==> config.mk <==
export PLATFORM = sky130hd
export DESIGN_NAME = wcg_guard
export DESIGN_NICKNAME = d
export VERILOG_FILES = /design/src/rtl/wcg_pkg.sv /design/src/rtl/wcg_lock.sv /design/src/rtl/wcg_timer.sv /design/src/rtl/wcg_walker.sv /design/src/rtl/wcg_guard.sv
export SDC_FILE = /design/constraint.sdc
export NUM_CORES = 1
export LEC_CHECK = 0
export BUFFER_PORTS_ARGS = -buffer_cell sky130_fd_sc_hd__buf_4
export CAP_MARGIN = 20
export CORE_ASPECT_RATIO = 1.75
export CORE_MARGIN = 4
export CORE_UTILIZATION = 55
export CTS_CLUSTER_DIAMETER = 120
export CTS_CLUSTER_SIZE = 30
export DETAILED_ROUTE_END_ITERATION = 6
export PLACE_DENSITY = 0.78
export SLEW_MARGIN = 40
export SYNTH_ARGS = -nofsm -noshare
export SYNTH_HDL_FRONTEND = slang
export SYNTH_SLANG_ARGS = --single-unit
==> constraint.sdc <==
create_clock -name clk -period 1.8 [get_ports clk]
set_input_delay 0.45 -clock clk [delete_from_list [all_inputs] [get_ports clk]]
set_output_delay 0.45 -clock clk [all_outputs]
set_load 0.02 [all_outputs]
==> src/rtl/wcg_pkg.sv <==
package wcg_pkg;
   typedef enum logic {
      WCG_IDLE = 1'b0,
      WCG_BUSY = 1'b1
   } wcg_phase_e;
endpackage

==> src/rtl/wcg_lock.sv <==
module wcg_lock (
   input  logic clk,
   input  logic rst_n,
   input  logic set_i,
   output logic lock_o
);
   // set-only: the only way back to 0 is the reset
   always_ff @(posedge clk or negedge rst_n) begin
      if (!rst_n)     lock_o <= 1'b0;
      else if (set_i) lock_o <= 1'b1;
   end
endmodule

==> src/rtl/wcg_timer.sv <==
module wcg_timer #(
   parameter int WCYC = 2000
) (
   input  logic clk,
   input  logic rst_n,
   input  logic start_i,
   output logic busy_o
);
   import wcg_pkg::*;
   localparam int CNT_W = $clog2(WCYC + 1);

   wcg_phase_e       phase_q;
   logic [CNT_W-1:0] cnt_q;

   always_ff @(posedge clk or negedge rst_n) begin
      if (!rst_n) begin
         phase_q <= WCG_IDLE;
         cnt_q   <= '0;
      end else begin
         unique case (phase_q)
            WCG_IDLE: if (start_i) begin
               phase_q <= WCG_BUSY;
               cnt_q   <= CNT_W'(1);
            end
            WCG_BUSY: if (cnt_q == CNT_W'(WCYC)) begin
               phase_q <= WCG_IDLE;
               cnt_q   <= '0;
            end else begin
               cnt_q <= cnt_q + CNT_W'(1);
            end
            default: phase_q <= WCG_IDLE;
         endcase
      end
   end

   assign busy_o = (phase_q == WCG_BUSY);
endmodule

==> src/rtl/wcg_walker.sv <==
module wcg_walker #(
   parameter int ADDR_W     = 8,
   parameter int PAGE_W     = 4,
   parameter bit PROT_LOWER = 1'b1
) (
   input  logic              clk,
   input  logic              rst_n,
   input  logic              start_i,
   input  logic [ADDR_W-1:0] base_i,
   input  logic [PAGE_W:0]   nbytes_i,
   input  logic              hw_blk_i,
   input  logic              sw_blk_i,
   output logic              commit_o,
   output logic [ADDR_W-1:0] addr_o,
   output logic [PAGE_W-1:0] slot_o
);
   localparam int LEN_W = PAGE_W + 1;

   logic              active_q, hw_q, sw_q;
   logic [ADDR_W-1:0] base_q;
   logic [LEN_W-1:0]  len_q, idx_q;
   logic              in_zone, allowed;

   always_ff @(posedge clk or negedge rst_n) begin
      if (!rst_n) begin
         active_q <= 1'b0;
         hw_q     <= 1'b0;
         sw_q     <= 1'b0;
         base_q   <= '0;
         len_q    <= '0;
         idx_q    <= '0;
      end else if (start_i) begin
         active_q <= (nbytes_i != '0);
         hw_q     <= hw_blk_i;
         sw_q     <= sw_blk_i;
         base_q   <= base_i;
         len_q    <= nbytes_i;
         idx_q    <= '0;
      end else if (active_q) begin
         if (idx_q == len_q - LEN_W'(1)) active_q <= 1'b0;
         idx_q <= idx_q + LEN_W'(1);
      end
   end

   // page-local increment: the upper part of the address never moves
   assign addr_o = {base_q[ADDR_W-1:PAGE_W], base_q[PAGE_W-1:0] + idx_q[PAGE_W-1:0]};
   assign slot_o = idx_q[PAGE_W-1:0];

   generate
      if (PROT_LOWER) begin : g_zone_lo
         assign in_zone = ~addr_o[ADDR_W-1];
      end else begin : g_zone_hi
         assign in_zone = addr_o[ADDR_W-1];
      end
   endgenerate

   assign allowed  = ~hw_q & ~(sw_q & in_zone);
   assign commit_o = active_q & allowed;
endmodule

==> src/rtl/wcg_guard.sv <==
module wcg_guard #(
   parameter int ADDR_W     = 8,
   parameter int PAGE_W     = 4,
   parameter int WCYC       = 2000,
   parameter bit PROT_LOWER = 1'b1
) (
   input  logic              clk,
   input  logic              rst_n,
   input  logic              hw_wp,
   input  logic              stop_req,
   input  logic [ADDR_W-1:0] req_addr,
   input  logic [PAGE_W+1:0] req_cnt,
   input  logic              req_reg,
   output logic              busy,
   output logic              ack_block,
   output logic              commit_en,
   output logic [ADDR_W-1:0] commit_addr,
   output logic [PAGE_W-1:0] commit_slot,
   output logic              sw_lock
);
   localparam int PAGE  = 2 ** PAGE_W;
   localparam int LEN_W = PAGE_W + 1;
   localparam int REQ_W = PAGE_W + 2;

   generate
      if (PAGE_W < 1 || PAGE_W >= ADDR_W) begin : g_bad_page
         $error("wcg_guard: PAGE_W must lie in 1..ADDR_W-1");
      end
      if (WCYC < PAGE) begin : g_bad_wcyc
         $error("wcg_guard: WCYC must cover a whole page of commits");
      end
   endgenerate

   logic             accept;
   logic [LEN_W-1:0] nbytes;

   assign accept = stop_req & ~busy;
   assign nbytes = (req_cnt > REQ_W'(PAGE)) ? LEN_W'(PAGE) : req_cnt[LEN_W-1:0];

   wcg_lock u_lock (
      .clk    (clk),
      .rst_n  (rst_n),
      .set_i  (accept & req_reg),
      .lock_o (sw_lock)
   );

   wcg_timer #(.WCYC(WCYC)) u_timer (
      .clk     (clk),
      .rst_n   (rst_n),
      .start_i (accept),
      .busy_o  (busy)
   );

   wcg_walker #(
      .ADDR_W     (ADDR_W),
      .PAGE_W     (PAGE_W),
      .PROT_LOWER (PROT_LOWER)
   ) u_walker (
      .clk      (clk),
      .rst_n    (rst_n),
      .start_i  (accept & ~req_reg),
      .base_i   (req_addr),
      .nbytes_i (nbytes),
      .hw_blk_i (hw_wp),
      .sw_blk_i (sw_lock),
      .commit_o (commit_en),
      .addr_o   (commit_addr),
      .slot_o   (commit_slot)
   );

   assign ack_block = busy;
endmodule

==> flow_metrics.env <==
export IMPL_synth_nets=234
export IMPL_rsz0062_at_grt="yes"
export IMPL_cts_root_buf="clkbuf_8"
export IMPL_hp_class="input port to async pin"
export IMPL_clock_skew_ps=3.13
export IMPL_netlist_area_sq_um=1910
export IMPL_utilization_pct=69.6
export IMPL_worstSetupStartpointType="flip-flop"
export IMPL_layout_drive_gt1_share_pct=28.2
export IMPL_layoutNonFillerInstCount=290
export IMPL_insertedDiodeCount=0
export IMPL_arrival_ps=1650
export IMPL_power_mw=2.59
export IMPL_io_buffers=34
export IMPL_cts_clk_slew_worst_paths_ps=70
export IMPL_grt_max_degree=35
export IMPL_end_kind="output port"
export IMPL_die_area_sq_um=4510
export IMPL_grt_usage_pct=21.8
export IMPL_synthCells=207
export IMPL_die_width_microns=52.5
export IMPL_vdd_drop_max_mv=0.701
export IMPL_violations="negative setup slack"
export IMPL_final_setup_tns_ps=-674
export IMPL_drt_total_wl_microns=4400
export IMPL_via_per_inst=5.53
export IMPL_status="finished, violations left"
export IMPL_ys_ff_latch=34
export IMPL_post_route_min_period_ps=2100
export IMPL_clockBufferDepth=2
export IMPL_start_util_pct=56.7
export IMPL_rows=28
export IMPL_gp_congestion=0.838
export IMPL_cts_hold_repair_buffers=0
export IMPL_seq_area_frac_synth_pct=44.6
export IMPL_placed_cell_area_sq_um=2210
export IMPL_first_global_vias=1675
export IMPL_design_area_sq_um=2340
export IMPL_drt_first_pass_iters=4
export IMPL_syn_to_final_growth_pct=22.8
export IMPL_drt_iter0_markers=65
export IMPL_synthArstFlopShare_pct=100
export IMPL_overflow=0
export IMPL_critical_path_class="flip-flop to output port"
export IMPL_numCtsBuffers=5
export IMPL_power_per_cell_area_nw_per_um2=1100
export IMPL_wl_per_cell_microns=15.2
export IMPL_worst_pin_slew_ps=485
export IMPL_cts_tree="done"
export IMPL_io_pins=35
export IMPL_fmax_mhz=475
export IMPL_ant_nets=0
export IMPL_synth_area_per_cell_sq_um=9.22
export IMPL_hpwl_microns=3130
export IMPL_yosysWarnings=0
export IMPL_synth_most_common_cell="nand2_1"
export IMPL_finalCritPeriodShare_pct=117
export IMPL_drv_slew=0
export IMPL_antenna_found_initial=0
export IMPL_dp_cells=281
export IMPL_die_height_microns=85.9
export IMPL_core_sq_um=3360
export IMPL_yosys_top_cells_area="dfrtp_1, nand2_1, ha_1"
export IMPL_drc=0
export IMPL_netlist_area_leader_share_pct=44.6
export IMPL_finalSetupViolCount=3
export IMPL_num_vias=1605
export IMPL_power_leakage_nw=1.17
export IMPL_finalHoldViolCount=0
export IMPL_critPathRequiredTime_ps=1350
export IMPL_h_tree_depth=2
export IMPL_maxCapViolations=0
export IMPL_final_nets=271
export IMPL_synth_edf_count=0
export IMPL_setup_ws_ps=-305
export IMPL_dp_slack_ps=11.0
export IMPL_synth_distinct_cells=40
export IMPL_ys_top_cells_by_count="nand2_1, dfrtp_1, inv_1, nor2_1, a21oi_1"
export IMPL_cp_max_fo=3
export IMPL_slew_headroom_pct=67.5
export IMPL_grt_pass1_wl_microns=7370
export IMPL_synth_area_leader_cell="dfrtp_1"
export IMPL_cts_sinks=34
export IMPL_holdWs_ps=107
export IMPL_synthFlopType="dfrtp_1"
export IMPL_clk_latency_ps=280
## kinds of logic after synthesis
group / share of synthesized area (%)
simple gates: 21.0
buf+inv: 7.80
mux: 0.525
compound gates: 14.4
fa+ha+maj: 5.64
xor+xnor: 5.97
flops: 44.6
## where the power goes
group	internal, mW	total (mW)	switching, mW
Sequential	0.842	0.920	0.0780
Clock	0.414	0.691	0.277
Combinational	0.465	0.977	0.512
Total	1.72	2.59	0.867
## state kept, by name, summed over array words and instances, names as in the netlist
register and cells:
u_timer.busy_o 1, u_walker.len_q 5, u_timer.cnt_q 11, u_walker.sw_q 1, u_lock.lock_o 1, u_walker.base_q 8
u_walker.active_q 1, u_walker.hw_q 1, u_walker.idx_q 5
## layout by cell type, fill, tap and decap left out, types with 2 or more instances in the layout
master,count
a21oi_1,9
a22o_1,3
a31o_2,2
a31oi_1,4
buf_4,46
clkbuf_1,2
clkbuf_8,5
dfrtp_1,34
ha_1,5
ha_2,2
inv_1,10
inv_2,2
nand2_1,40
nand2b_1,3
nand3_1,6
nand4_1,4
nor2_1,12
nor2b_1,2
nor3_1,5
nor3b_1,2
nor4_1,2
o21ai_0,7
o21ai_1,5
xnor2_1,6
xor2_1,6
## layer usage
layer	global-route usage, %	up-vias	wire (microns)
met2	40.3	43	2510
met1	22.1	781	1670
li1	-	773	-
met4	11.4	0	80
met3	3.83	8	133
met5	0	-	0
## cell type report
cell class	instances	area, sq um
clock buffers	7	76.3
clock inverters	1	30.0
fillers	276	1020
inverters	12	45.0
multi-input cells	144	927
flip-flops and latches	34	851
well taps	45	56.3
repair buffers	47	357
## worst paths after layout
kind	from	to	slack, ps	cells past startpoint
setup / recovery	u_walker.idx_q[1]	commit_addr[3]	-300	5
hold / removal	rst_n	u_walker.len_q[1]	110	1
setup reg to reg	u_timer.cnt_q[0]	u_timer.cnt_q[10]	50	7
hold reg to reg	u_walker.base_q[2]	u_walker.base_q[2]	480	2
max in group asynchronous	rst_n	u_walker.base_q[4]	1380	1
min in group clk	req_addr[0]	u_walker.base_q[0]	350	3
## worst max-delay path: stages, from the launching register on
cell	delay, ps
dfrtp_1	390
ha_1	310
a21o_1	200
a21oi_2	160
xnor2_1	140
buf_4	170
## what timing repair did
item / 4_1_cts / 5_1_grt
pin swaps: 3 / 3
setup endpoints to repair: 5 / 7
setup buffers: 0 / 1
resized for setup: 6 / 1
Power figures use the tool's default switching activity.
